[src/rtl/ext_irq_pair.sv]
module ext_irq_pair (
  input  logic       clk,
  input  logic       rst_n,
  input  logic       irq1_pin_n,
  input  logic       irq2_pin_n,
  input  logic       wr_en,
  input  logic [7:0] wr_data,
  output logic [7:0] rd_data,
  output logic       irq1_req,
  output logic       irq2_req,
  output logic       wake_req
);

  logic [1:0] meta, sync, prev;
  logic [1:0] latched, mask, mode;
  logic [1:0] fall, level, ack, flag, req;

  always_ff @(posedge clk or negedge rst_n) begin
    if (!rst_n) begin
      meta <= 2'b11;
      sync <= 2'b11;
      prev <= 2'b11;
    end else begin
      meta <= {irq2_pin_n, irq1_pin_n};
      sync <= meta;
      prev <= sync;
    end
  end

  assign fall  = prev & ~sync;
  assign level = mode & ~sync;
  assign ack   = wr_en ? {wr_data[7], wr_data[3]} : 2'b00;

  always_ff @(posedge clk or negedge rst_n) begin
    if (!rst_n) begin
      mask <= 2'b11;
      mode <= 2'b00;
    end else if (wr_en) begin
      mask <= {wr_data[5], wr_data[1]};
      mode <= {wr_data[6], wr_data[2]};
    end
  end

  for (genvar i = 0; i < 2; i++) begin : g_chan
    always_ff @(posedge clk or negedge rst_n) begin
      if (!rst_n)
        latched[i] <= 1'b0;
      else if (fall[i])
        latched[i] <= 1'b1;
      else if (ack[i] && !level[i])
        latched[i] <= 1'b0;
    end

    assert_edge_sets_R1: assert property (@(posedge clk) disable iff (!rst_n)
      fall[i] |=> latched[i]);
    assert_ack_clears_R2: assert property (@(posedge clk) disable iff (!rst_n)
      (ack[i] && !fall[i] && !level[i]) |=> !latched[i]);
    assert_low_holds_R7: assert property (@(posedge clk) disable iff (!rst_n)
      (latched[i] && level[i]) |=> latched[i]);
    assert_edge_persists_R8: assert property (@(posedge clk) disable iff (!rst_n)
      (latched[i] && !mode[i] && !ack[i]) |=> latched[i]);
    assert_edge_wins_R10: assert property (@(posedge clk) disable iff (!rst_n)
      (ack[i] && fall[i]) |=> latched[i]);
  end

  assign flag = latched | level;
  assign req  = flag & ~mask;

  assign irq1_req = req[0];
  assign irq2_req = req[1];
  assign wake_req = |req;

  assign rd_data = {1'b0, mode[1], mask[1], flag[1], 1'b0, mode[0], mask[0], flag[0]};

endmodule

[config.mk]
export PLATFORM = sky130hd
export DESIGN_NAME = ext_irq_pair
export DESIGN_NICKNAME = d
export VERILOG_FILES = /design/src/rtl/ext_irq_pair.sv
export SDC_FILE = /design/constraint.sdc
export NUM_CORES = 1
export LEC_CHECK = 0
export BUFFER_PORTS_ARGS = -buffer_cell sky130_fd_sc_hd__buf_2
export CAP_MARGIN = 0
export CORE_AREA = 5 5 42 44
export CTS_BUF_LIST = sky130_fd_sc_hd__clkbuf_16
export DETAILED_ROUTE_END_ITERATION = 6
export DIE_AREA = 0 0 47 49
export MAX_ROUTING_LAYER = met4
export PLACE_DENSITY = 0.69
export SLEW_MARGIN = 5
export SYNTH_ARGS = -nofsm -noshare
export SYNTH_HDL_FRONTEND = slang
export SYNTH_SLANG_ARGS = --single-unit
export TNS_END_PERCENT = 1
[constraint.sdc]
create_clock -name clk -period 1.5 [get_ports clk]
set_input_delay 0.075 -clock clk [delete_from_list [all_inputs] [get_ports clk]]
set_output_delay 0.075 -clock clk [all_outputs]
set_load 0.005 [all_outputs]
# Word level (Yosys, flattened, before mapping)
# Index checks and enable logic that the tools add are counted.
[op_classes]
div = 0
reduce_logical = 7
bitwise_logic = 6
mul = 0
n_lt_le_gt_ge = 0
n_addsub = 0
n_eq_ne = 0
mux = 5
shifts = 0
[ops]
columns = ["cell", "count"]
rows = [
  ["AND 2 bit", 3],
  ["2-to-1 mux 1 bit", 4],
  ["inverter 2 bit", 2],
  ["nonzero test 2 bit", 2],
  ["logical AND 1 bit", 2],
  ["zero test 1 bit", 2],
  ["2-to-1 mux 2 bit", 1],
  ["bitwise OR 2 bit", 1],
  ["OR reduction 2 bit", 1],
]
[totals]
in_bits = 13
mem_bits_ro = 0
latchBits = 0
output_inout_bits = 11
memories = 0
mem_bits_rw = 0
elab_cells = 25
regBits = 12

# Longest topological paths before layout
# Gate-level depths: netlist (run 1).
[depth]
ltp_word = 6
depth_mapped = 3
ltp_nobuf = 3

# Worst setup path after synthesis (run 1)
# OpenSTA, ideal clock, no wires.
[synth_timing]
kind = "register to output"
from = "reg sync[1]"
to = "out wake_req"
path_slack_ns = 0.563
stages_incl_launch_ff = 4
arrival_ns = 0.862
required_time_ns = 1.425
n_path_buf = 0
path_cell_list = "dfstp_2 > inv_1 > a21oi_1 > o22ai_1"
[synth_between]
elab_chain_cells = 5
[synth_lines]
columns = ["element", "line_no", "text"]
rows = [
  ["from (decl)", "14", "logic [1:0] meta, sync, prev;"],
  ["from (signal assigned)", "25", "sync <= meta;"],
  ["inverter 2 bit", "31", "assign level = mode & ~sync;"],
  ["AND 2 bit", "31", ""],
  ["bitwise OR 2 bit", "66", "assign flag = latched | level;"],
  ["AND 2 bit", "67", "assign req = flag & ~mask;"],
  ["OR reduction 2 bit", "71", "assign wake_req = |req;"],
  ["to (decl)", "11", "output logic wake_req"],
]
# No other way between the ends.

# Final worst setup path (run 1)
[layout_timing]
from = "reg sync[0]"
to = "out wake_req"
# The elaborated chain is that of the path after synthesis.

==> flow_metrics.py, run 1 <==
metrics = {
    "critical_path": {
        "critical_path.max_stage_delay_ps": 540,
        "critical_path_class": "reg -> out",
        "cp.required_ps": 1420,
        "slowest_stage": "dfstp_2",
        "r2r-start": "mode[0]$_DFFE_PN0P_",
        "reg2reg_depth": 1,
        "startpoint": "sync[0]$_DFF_PN1_",
        "worstSetupEndpoint": "wake_req",
        "crit_arrival_ps": 1300,
        "cp-start-kind": "flop",
        "rrSetupSlack_ps": 690,
        "r2r_end": "mode[0]$_DFFE_PN0P_",
        "cp-end-kind": "output port",
        "crit_fanout": 3,
        "crit_path_cell_trace": "inv_1, a21oi_1, o22ai_1, buf_2",
    },
    "synthesis": {
        "synth_top_area_share_pct": 46.9,
        "synth_compound_gate_area_share_pct": 8.10,
        "synthXorXnorAreaFrac_pct": 0,
        "synth_simple_gate_area_share_pct": 5.03,
        "synth_top_area_cell": "dfstp_2",
        "synth_top_family_by_area": "multiplexers",
        "synth_edf_count": 0,
        "synth_area_um2": 448,
        "ys.flop_type": "dfstp_2",
        "ys.warnings.count": 0,
        "synth_cell_types": 11,
        "syn_area_per_cell_um2": 12.4,
        "synth_mux_area_share_pct": 10.1,
        "async_reset_ff_share_pct": 100,
        "synth_fa_ha_area_share_pct": 0,
        "ys_ff_latch": 12,
        "ys_seq_area_share_pct": 69.3,
        "synth_most_common_cell": "dfstp_2",
        "synth_area_leaders": "dfstp_2, dfrtp_1, mux2_1, a21oi_1, buf_4",
        "netlist_instances": 36,
    },
    "placed_design": {
        "place.gp.congestion": 0.693,
        "portBuffers": 19,
        "dp.cells": 70,
    },
    "sta": {
        "slew_viol_final": 0,
        "period_needed_ps": 1380,
        "fmax_ghz": 0.726,
        "rsz0062_at_grt": "no",
        "hold-worst-slack_ps": 52.4,
        "finalSetupViolCount": 0,
        "fin_setup_tns_ps": 0,
        "fin_crit_sh_pct": 91.8,
        "finalHoldViolCount": 0,
        "fin_worst_skew_ps": 1.59,
    },
    "drt": {
        "ant_nets": 0,
        "wirelength_um": 829,
        "drc": 0,
        "dr_total_vias": 332,
        "first_iter_violations": 1,
        "viasPerCell": 4.31,
        "routedWlPerCell_um": 10.8,
        "drt-pass1-iter-count": 2,
    },
    "grt": {
        "grt_usage_pct": 8.67,
        "grt_pass1_vias": 315,
        "grt_antenna_before_repair": 0,
        "grt_pass1_wl_um": 1360,
        "grt_start_max_net_pins": 13,
        "overflow": 0,
    },
    "cells_and_area": {
        "num-nets-final": 75,
        "fin_cells": 77,
        "post-route-util_pct": 47.1,
        "nFillCells": 128,
        "layout-drive-gt1-share_pct": 49.2,
        "area_delta_synth_final_pct": 47.5,
        "n_antenna_cell": 0,
    },
    "die": {
        "die_h_um": 49,
        "coreArea_um2": 1400,
        "io_pins": 24,
        "dieArea_um2": 2300,
        "num_rows": 14,
        "dieWidth_um": 47,
        "initial_utilization_pct": 32.0,
    },
    "power": {
        "leakage_nw": 0.319,
        "irDropWorstVdd_uv": 874,
        "power.density_nw_per_um2": 1440,
    },
    "worst_hold_path": {
        "worstHoldPathType": "in -> reg",
    },
    "cts": {
        "cts_tree": "done",
        "ctsHtreeMaxLevel": 1,
        "clkLatencyLatePin_ps": 240,
        "cts-root-buf": "clkbuf_16",
        "cts_made_buffers": 3,
        "cts.sinks": 12,
        "clk_pin_slew_worst_paths_ps": 40,
        "clockBufferDepth": 2,
        "post_cts_buffers": 0,
    },
    "status": {
        "status": "completed",
    },
    "job": {
        "drv_cap": 0,
    },
}
critical path, delay by kind of cell (launching register included):
kind	cells	cell delay, ps
buffers and inverters	2	180
DFF	1	540
AOI/OAI and AO/OA	2	360
state kept, by name, summed over array words and instances (netlist names):
signal	cells
latched	2
mask	2
meta	2
mode	2
prev	2
sync	2
layer usage:
layer / routed length [um] / up-vias / track usage [%] / part of all wire, %
met5: 0 / - / - / 0
met4: 22 / 0 / 6.91 / 2.7
met3: 101 / 2 / 2.21 / 12
met2: 373 / 18 / 12.2 / 45
met1: 332 / 152 / 9.98 / 40
li1: - / 160 / - / -
final cells by class:
cell class	count	area [um2]	share of cell area [%]
Sequential cell	12	310	47.0
Timing Repair Buffer	22	125	18.9
Multi-Input combinational cell	19	111	16.9
Clock buffer	3	75.1	11.4
Tap cell	16	20.0	3.03
Inverter	4	15.0	2.27
Clock inverter	1	3.75	0.568
cell usage in the layout (no fill, tap or decap), drive strengths merged:
cell,synthesis,routed
buf,2,19
nand2,4,4
nor2,2,2
mux2,4,4
clkinv,0,1
dfrtp,4,4
a21oi,4,4
conb,1,2
o21ai,2,2
clkbuf,0,3
inv,4,4
dlygate4sd3,0,3
dfstp,8,8
o22ai,1,1
through the flow:
step	total power, mW	instance area (um2)	setup WS, ps
6_report	0.955	661	124
3_5_place_dp	0.478	552	343
5_1_grt	1.00	661	1.90
3_3_place_gp	0.473	552	365
2_1_floorplan	0.423	452	563
4_1_cts	0.972	661	87.1
what timing repair did:
action                                 4_1_cts  5_1_grt
hold buffers                                 3        0
endpoints found under the hold margin       14        0
setup endpoints to repair                    0        0
resized for setup                            0        0
cell families after synthesis:
logic type      count (synthesis)
compound gates                  7
buf+inv                         6
flops                          12
mux                             4
other cells                     1
simple gates                    6
worst min-delay path by stage:
| stage | depth (start not counted) | start | slack, ps | to |
|---|---|---|---|---|
| after CTS | 2 | wr_data[5] | 50 | mask[1]$_DFFE_PN1P_ |
| after global placement | 1 | rst_n | -50 | mode[1]$_DFFE_PN0P_ |
| after detailed placement | 1 | rst_n | -40 | latched[1]$_DFFE_PN0P_ |
| final | 2 | wr_data[5] | 50 | mask[1]$_DFFE_PN1P_ |
| after floorplan | 0 | rst_n | -220 | latched[0]$_DFFE_PN0P_ |
| after global routing | 2 | wr_data[5] | 70 | mask[1]$_DFFE_PN1P_ |
power breakdown:
part           switching (mW)  leakage, nW  internal, mW  total [mW]
clock                   0.128       0.0385         0.350       0.478
combinational          0.0439        0.151        0.0514      0.0953
sequential             0.0190        0.129         0.362       0.381
total                   0.191        0.319         0.763       0.955
No activity file was read; power rests on OpenSTA's default activity.
==> run 2: changes to the inputs <==
--- a/config.mk
+++ b/config.mk
@@ -5,14 +5,14 @@
 export SDC_FILE = /design/constraint.sdc
 export NUM_CORES = 1
 export LEC_CHECK = 0
-export BUFFER_PORTS_ARGS = -buffer_cell sky130_fd_sc_hd__buf_2
 export CAP_MARGIN = 0
 export CORE_AREA = 5 5 42 44
 export CTS_BUF_LIST = sky130_fd_sc_hd__clkbuf_16
 export DETAILED_ROUTE_END_ITERATION = 6
 export DIE_AREA = 0 0 47 49
+export DONT_BUFFER_PORTS = 1
 export MAX_ROUTING_LAYER = met4
-export PLACE_DENSITY = 0.69
+export PLACE_DENSITY = 0.53
 export SLEW_MARGIN = 5
 export SYNTH_ARGS = -nofsm -noshare
 export SYNTH_HDL_FRONTEND = slang
==> flow_metrics.py, run 2 (synthesized netlist as in run 1, its figures left out) <==
metrics = {
    "drt": {
        "ant_nets": 0,
        "wirelength_um": 838,
        "dr_total_vias": 292,
        "first_iter_violations": 0,
        "routedWlPerCell_um": 12.9,
        "drc": 0,
        "drt-pass1-iter-count": 1,
        "viasPerCell": 4.49,
    },
    "sta": {
        "rsz0062_at_grt": "no",
        "fin_crit_sh_pct": 91.7,
        "finalHoldViolCount": 0,
        "tightest_slew_ps": 521,
        "fin_worst_skew_ps": 0.240,
        "finalSetupViolCount": 0,
        "relSlewSlack_pct": 65.2,
        "fin_setup_tns_ps": 0,
        "fmax_ghz": 0.727,
        "slew_viol_final": 0,
        "period_needed_ps": 1380,
    },
    "cells_and_area": {
        "num-nets-final": 64,
        "area_delta_synth_final_pct": 43.3,
        "mostFrequentLayoutCells": "dlygate4sd3_1, dfstp_2",
        "n_antenna_cell": 0,
        "fin_cells": 65,
        "final_common_cell": "dlygate4sd3_1",
        "layout-drive-gt1-share_pct": 22.4,
    },
    "critical_path": {
        "cp.required_ps": 1610,
        "crit_arrival_ps": 1490,
        "r2r-start": "mode[1]$_DFFE_PN0P_",
        "rrSetupSlack_ps": 120,
        "critical_path_class": "reg -> reg",
        "cp-start-kind": "flop",
        "reg2reg_depth": 2,
        "crit_fanout": 4,
        "r2r_end": "mode[1]$_DFFE_PN0P_",
        "cp-end-kind": "flop",
    },
    "die": {
        "dieWidth_um": 47,
        "num_rows": 14,
        "initial_utilization_pct": 32.0,
        "io_pins": 24,
        "dieArea_um2": 2300,
        "die_h_um": 49,
        "coreArea_um2": 1400,
    },
    "cts": {
        "cts_resized": 0,
        "cts_made_buffers": 3,
        "cts_hold_buf": 11,
        "cts.sinks": 12,
        "cts_tree": "done",
        "clockBufferDepth": 2,
        "post_cts_buffers": 0,
        "clkLatencyLatePin_ps": 230,
        "ctsHtreeMaxLevel": 1,
        "clk_pin_slew_worst_paths_ps": 40,
        "cts-root-buf": "clkbuf_16",
    },
    "job": {
        "drv_cap": 0,
    },
    "power": {
        "p_clk_share_pct": 49.7,
        "power.share.sequential_pct": 41.8,
        "comb_power_share_pct": 8.6,
        "power.density_nw_per_um2": 1430,
        "p_int_uw": 751,
        "switchingPower_uw": 168,
        "leakage_nw": 0.277,
        "switching_share_pct": 18.2,
        "irDropWorstVdd_uv": 826,
    },
    "grt": {
        "grt_start_max_net_pins": 13,
        "grt_usage_pct": 8.36,
        "overflow": 0,
        "grt_antenna_before_repair": 0,
        "grt_pass1_vias": 303,
        "grt_pass1_wl_um": 1330,
    },
    "placed_design": {
        "dp.cells": 51,
        "place.gp.congestion": 0.652,
        "portBuffers": 0,
    },
    "worst_hold_path": {
        "whs_path_depth": 3,
        "holdCritStartpoint": "wr_en",
        "holdPathEnd": "latched[0]$_DFFE_PN0P_",
        "worstHoldPathType": "in -> reg",
    },
    "status": {
        "status": "completed",
    },
}
-- run 2: how the worst max path moves through the flow --
stage | from | to | slack [ps]
finish | mode[1]$_DFFE_PN0P_ | mode[1]$_DFFE_PN0P_ | 120
global route | mode[1]$_DFFE_PN0P_ | mode[1]$_DFFE_PN0P_ | 70
floorplan | sync[1]$_DFF_PN1_ | wake_req | 560
global placement | sync[1]$_DFF_PN1_ | wake_req | 490
CTS | mode[1]$_DFFE_PN0P_ | mode[1]$_DFFE_PN0P_ | 110
detailed placement | sync[1]$_DFF_PN1_ | wake_req | 480
-- run 2: final cells by class --
class | instances | area [um2]
fill | 132 | 759
multi-input combinational | 19 | 111
clock buffer | 3 | 75.1
tap | 16 | 20.0
sequential | 12 | 310
inverter | 4 | 15.0
timing repair buffer | 11 | 110
-- run 2: critical path, stage by stage (launching register included) --
cell and delay (ps):
dfrtp_1 410, mux2_1 290, dlygate4sd3_1 550
-- run 2: power groups by stage --
stage / clock, mW / combinational [mW] / sequential [mW]
floorplan: 0 / 0.0410 / 0.382
global placement: 0 / 0.0432 / 0.386
detailed placement: 0 / 0.0442 / 0.388
CTS: 0.472 / 0.0799 / 0.384
global route: 0.490 / 0.0892 / 0.387
finish: 0.456 / 0.0789 / 0.384
-- run 2: metal layers --
metal | vias up | global-route usage [%] | part of all wire [%]
li1 | 138 | - | -
met1 | 142 | 9.01 | 37
met2 | 12 | 12.0 | 54
met3 | 0 | 2.58 | 8.9
met4 | 0 | 6.91 | 0
met5 | - | - | 0
-- run 2: through the flow --
stage / area (um2) / setup WS, ps / power [mW] / util [%] / hold WS, ps
5_1_grt: 642 / 73.4 / 0.966 / 45.8 / 17.9
2_1_floorplan: 452 / 563 / 0.423 / - / -221
3_3_place_gp: 457 / 489 / 0.430 / 32.6 / -220
4_1_cts: 642 / 110 / 0.936 / 45.8 / 14.4
6_report: 642 / 124 / 0.919 / 45.8 / 16.0
3_5_place_dp: 457 / 475 / 0.433 / 32.6 / -220
==> run 3: changes to the inputs <==
--- a/config.mk
+++ b/config.mk
@@ -5,11 +5,11 @@
 export SDC_FILE = /design/constraint.sdc
 export NUM_CORES = 1
 export LEC_CHECK = 0
-export CAP_MARGIN = 0
-export CORE_AREA = 5 5 42 44
+export CAP_MARGIN = 20
+export CORE_AREA = 2 2 39 41
 export CTS_BUF_LIST = sky130_fd_sc_hd__clkbuf_16
 export DETAILED_ROUTE_END_ITERATION = 6
-export DIE_AREA = 0 0 47 49
+export DIE_AREA = 0 0 41 43
 export DONT_BUFFER_PORTS = 1
 export MAX_ROUTING_LAYER = met4
 export PLACE_DENSITY = 0.53
==> flow_metrics.py, run 3 (synthesized netlist as in run 1, its figures left out) <==
metrics = {
    "cts": {
        "cts_resized": 0,
        "clk_pin_slew_worst_paths_ps": 40,
        "cts.sinks": 12,
        "clockBufferDepth": 2,
        "cts_hold_buf": 11,
        "cts-root-buf": "clkbuf_16",
        "ctsHtreeMaxLevel": 1,
        "clkLatencyLatePin_ps": 230,
        "cts_tree": "done",
        "cts_made_buffers": 3,
        "post_cts_buffers": 0,
    },
    "cells_and_area": {
        "num-nets-final": 64,
        "final_common_cell": "dlygate4sd3_1",
        "layout-drive-gt1-share_pct": 22.0,
        "nFillCells": 139,
        "multiInputGateArea_um2": 111,
        "fin_cells": 66,
        "mostFrequentLayoutCells": "dlygate4sd3_1, dfstp_2",
        "n_antenna_cell": 0,
        "area_delta_synth_final_pct": 44.1,
        "ff_latch_area_um2": 310,
    },
    "placed_design": {
        "place.gp.congestion": 0.552,
        "dp.cells": 51,
        "portBuffers": 0,
        "dp.final_hpwl_um": 543,
    },
    "critical_path": {
        "crit_arrival_ps": 1530,
        "crit_fanout": 4,
        "critical_path_class": "reg -> reg",
        "cp.required_ps": 1610,
        "cp-end-kind": "flop",
        "cp-start-kind": "flop",
    },
    "sta": {
        "rsz0062_at_grt": "no",
        "fin_setup_tns_ps": 0,
        "period_needed_ps": 1420,
        "tightest_slew_ps": 528,
        "fmax_ghz": 0.705,
        "slew_viol_final": 0,
        "fin_worst_skew_ps": 0.271,
        "finalSetupViolCount": 0,
        "finalHoldViolCount": 0,
        "fin_crit_sh_pct": 94.5,
        "relSlewSlack_pct": 64.7,
    },
    "die": {
        "die_h_um": 43,
        "dieWidth_um": 41,
        "num_rows": 14,
        "initial_utilization_pct": 32.4,
        "io_pins": 24,
        "dieArea_um2": 1760,
        "coreArea_um2": 1380,
    },
    "grt": {
        "grt_antenna_before_repair": 0,
        "overflow": 0,
        "grt_pass1_wl_um": 1250,
        "grt_usage_pct": 11.3,
        "grt_start_max_net_pins": 13,
        "grt_pass1_vias": 312,
    },
    "drt": {
        "ant_nets": 0,
        "first_iter_violations": 0,
        "drt-pass1-iter-count": 1,
        "drc": 0,
        "routedWlPerCell_um": 12.1,
        "dr_total_vias": 297,
        "wirelength_um": 797,
        "viasPerCell": 4.50,
    },
    "power": {
        "leakage_nw": 0.279,
        "irDropWorstVdd_uv": 763,
        "power.density_nw_per_um2": 1450,
    },
    "worst_hold_path": {
        "worstHoldPathType": "in -> reg",
    },
    "job": {
        "drv_cap": 0,
    },
    "status": {
        "status": "completed",
    },
}
[run 3: worst paths after layout]
| kind | startpoint | to | slack, ps | cells past startpoint |
|---|---|---|---|---|
| max | mode[0]$_DFFE_PN0P_ | mode[0]$_DFFE_PN0P_ | 80 | 2 |
| min | wr_en | latched[1]$_DFFE_PN0P_ | 30 | 3 |
| max reg2reg | mode[0]$_DFFE_PN0P_ | mode[0]$_DFFE_PN0P_ | 80 | 2 |
| min reg2reg | meta[0]$_DFF_PN1_ | sync[0]$_DFF_PN1_ | 350 | 0 |
| max in group asynchronous | rst_n | prev[1]$_DFF_PN1_ | 880 | 1 |
| min in group asynchronous | rst_n | mode[1]$_DFFE_PN0P_ | 260 | 1 |
[run 3: worst max-delay path, stage by stage (launching register included)]
cell and delay (ps):
dfrtp_1 410, mux2_1 310, dlygate4sd3_1 570
[run 3: per-stage QoR]
| step | setup slack, ps | hold slack [ps] | cell area (um2) | power (mW) | util, % |
|---|---|---|---|---|---|
| 4_1_cts | 131 | 29.1 | 646 | 0.950 | 46.7 |
| 6_report | 82.5 | 30.5 | 646 | 0.934 | 46.7 |
| 5_1_grt | 55.8 | 55.7 | 646 | 0.981 | 46.7 |
| 3_5_place_dp | 475 | -220 | 457 | 0.431 | 33.0 |
| 3_3_place_gp | 510 | -220 | 457 | 0.428 | 33.0 |
| 2_1_floorplan | 563 | -221 | 452 | 0.423 | - |
[run 3: cell type report]
type	instances	area share [%]
Clock buffer	3	11.6
Multi-Input combinational cell	19	17.2
Timing Repair Buffer	11	17.1
Inverter	4	2.33
Sequential cell	12	48.1
Clock inverter	1	0.581
Tap cell	16	3.10
[run 3: where the power goes]
group	leakage [nW]	switching [mW]	internal, mW
clock	0.0385	0.122	0.349
sequential	0.129	0.0211	0.362
combinational	0.111	0.0358	0.0444
[run 3: metal layers]
layer / wire length, um / track usage (%)
met4: 0 / 6.00
met3: 51 / 3.14
met1: 304 / 10.4
met5: 0 / -
met2: 441 / 19.4
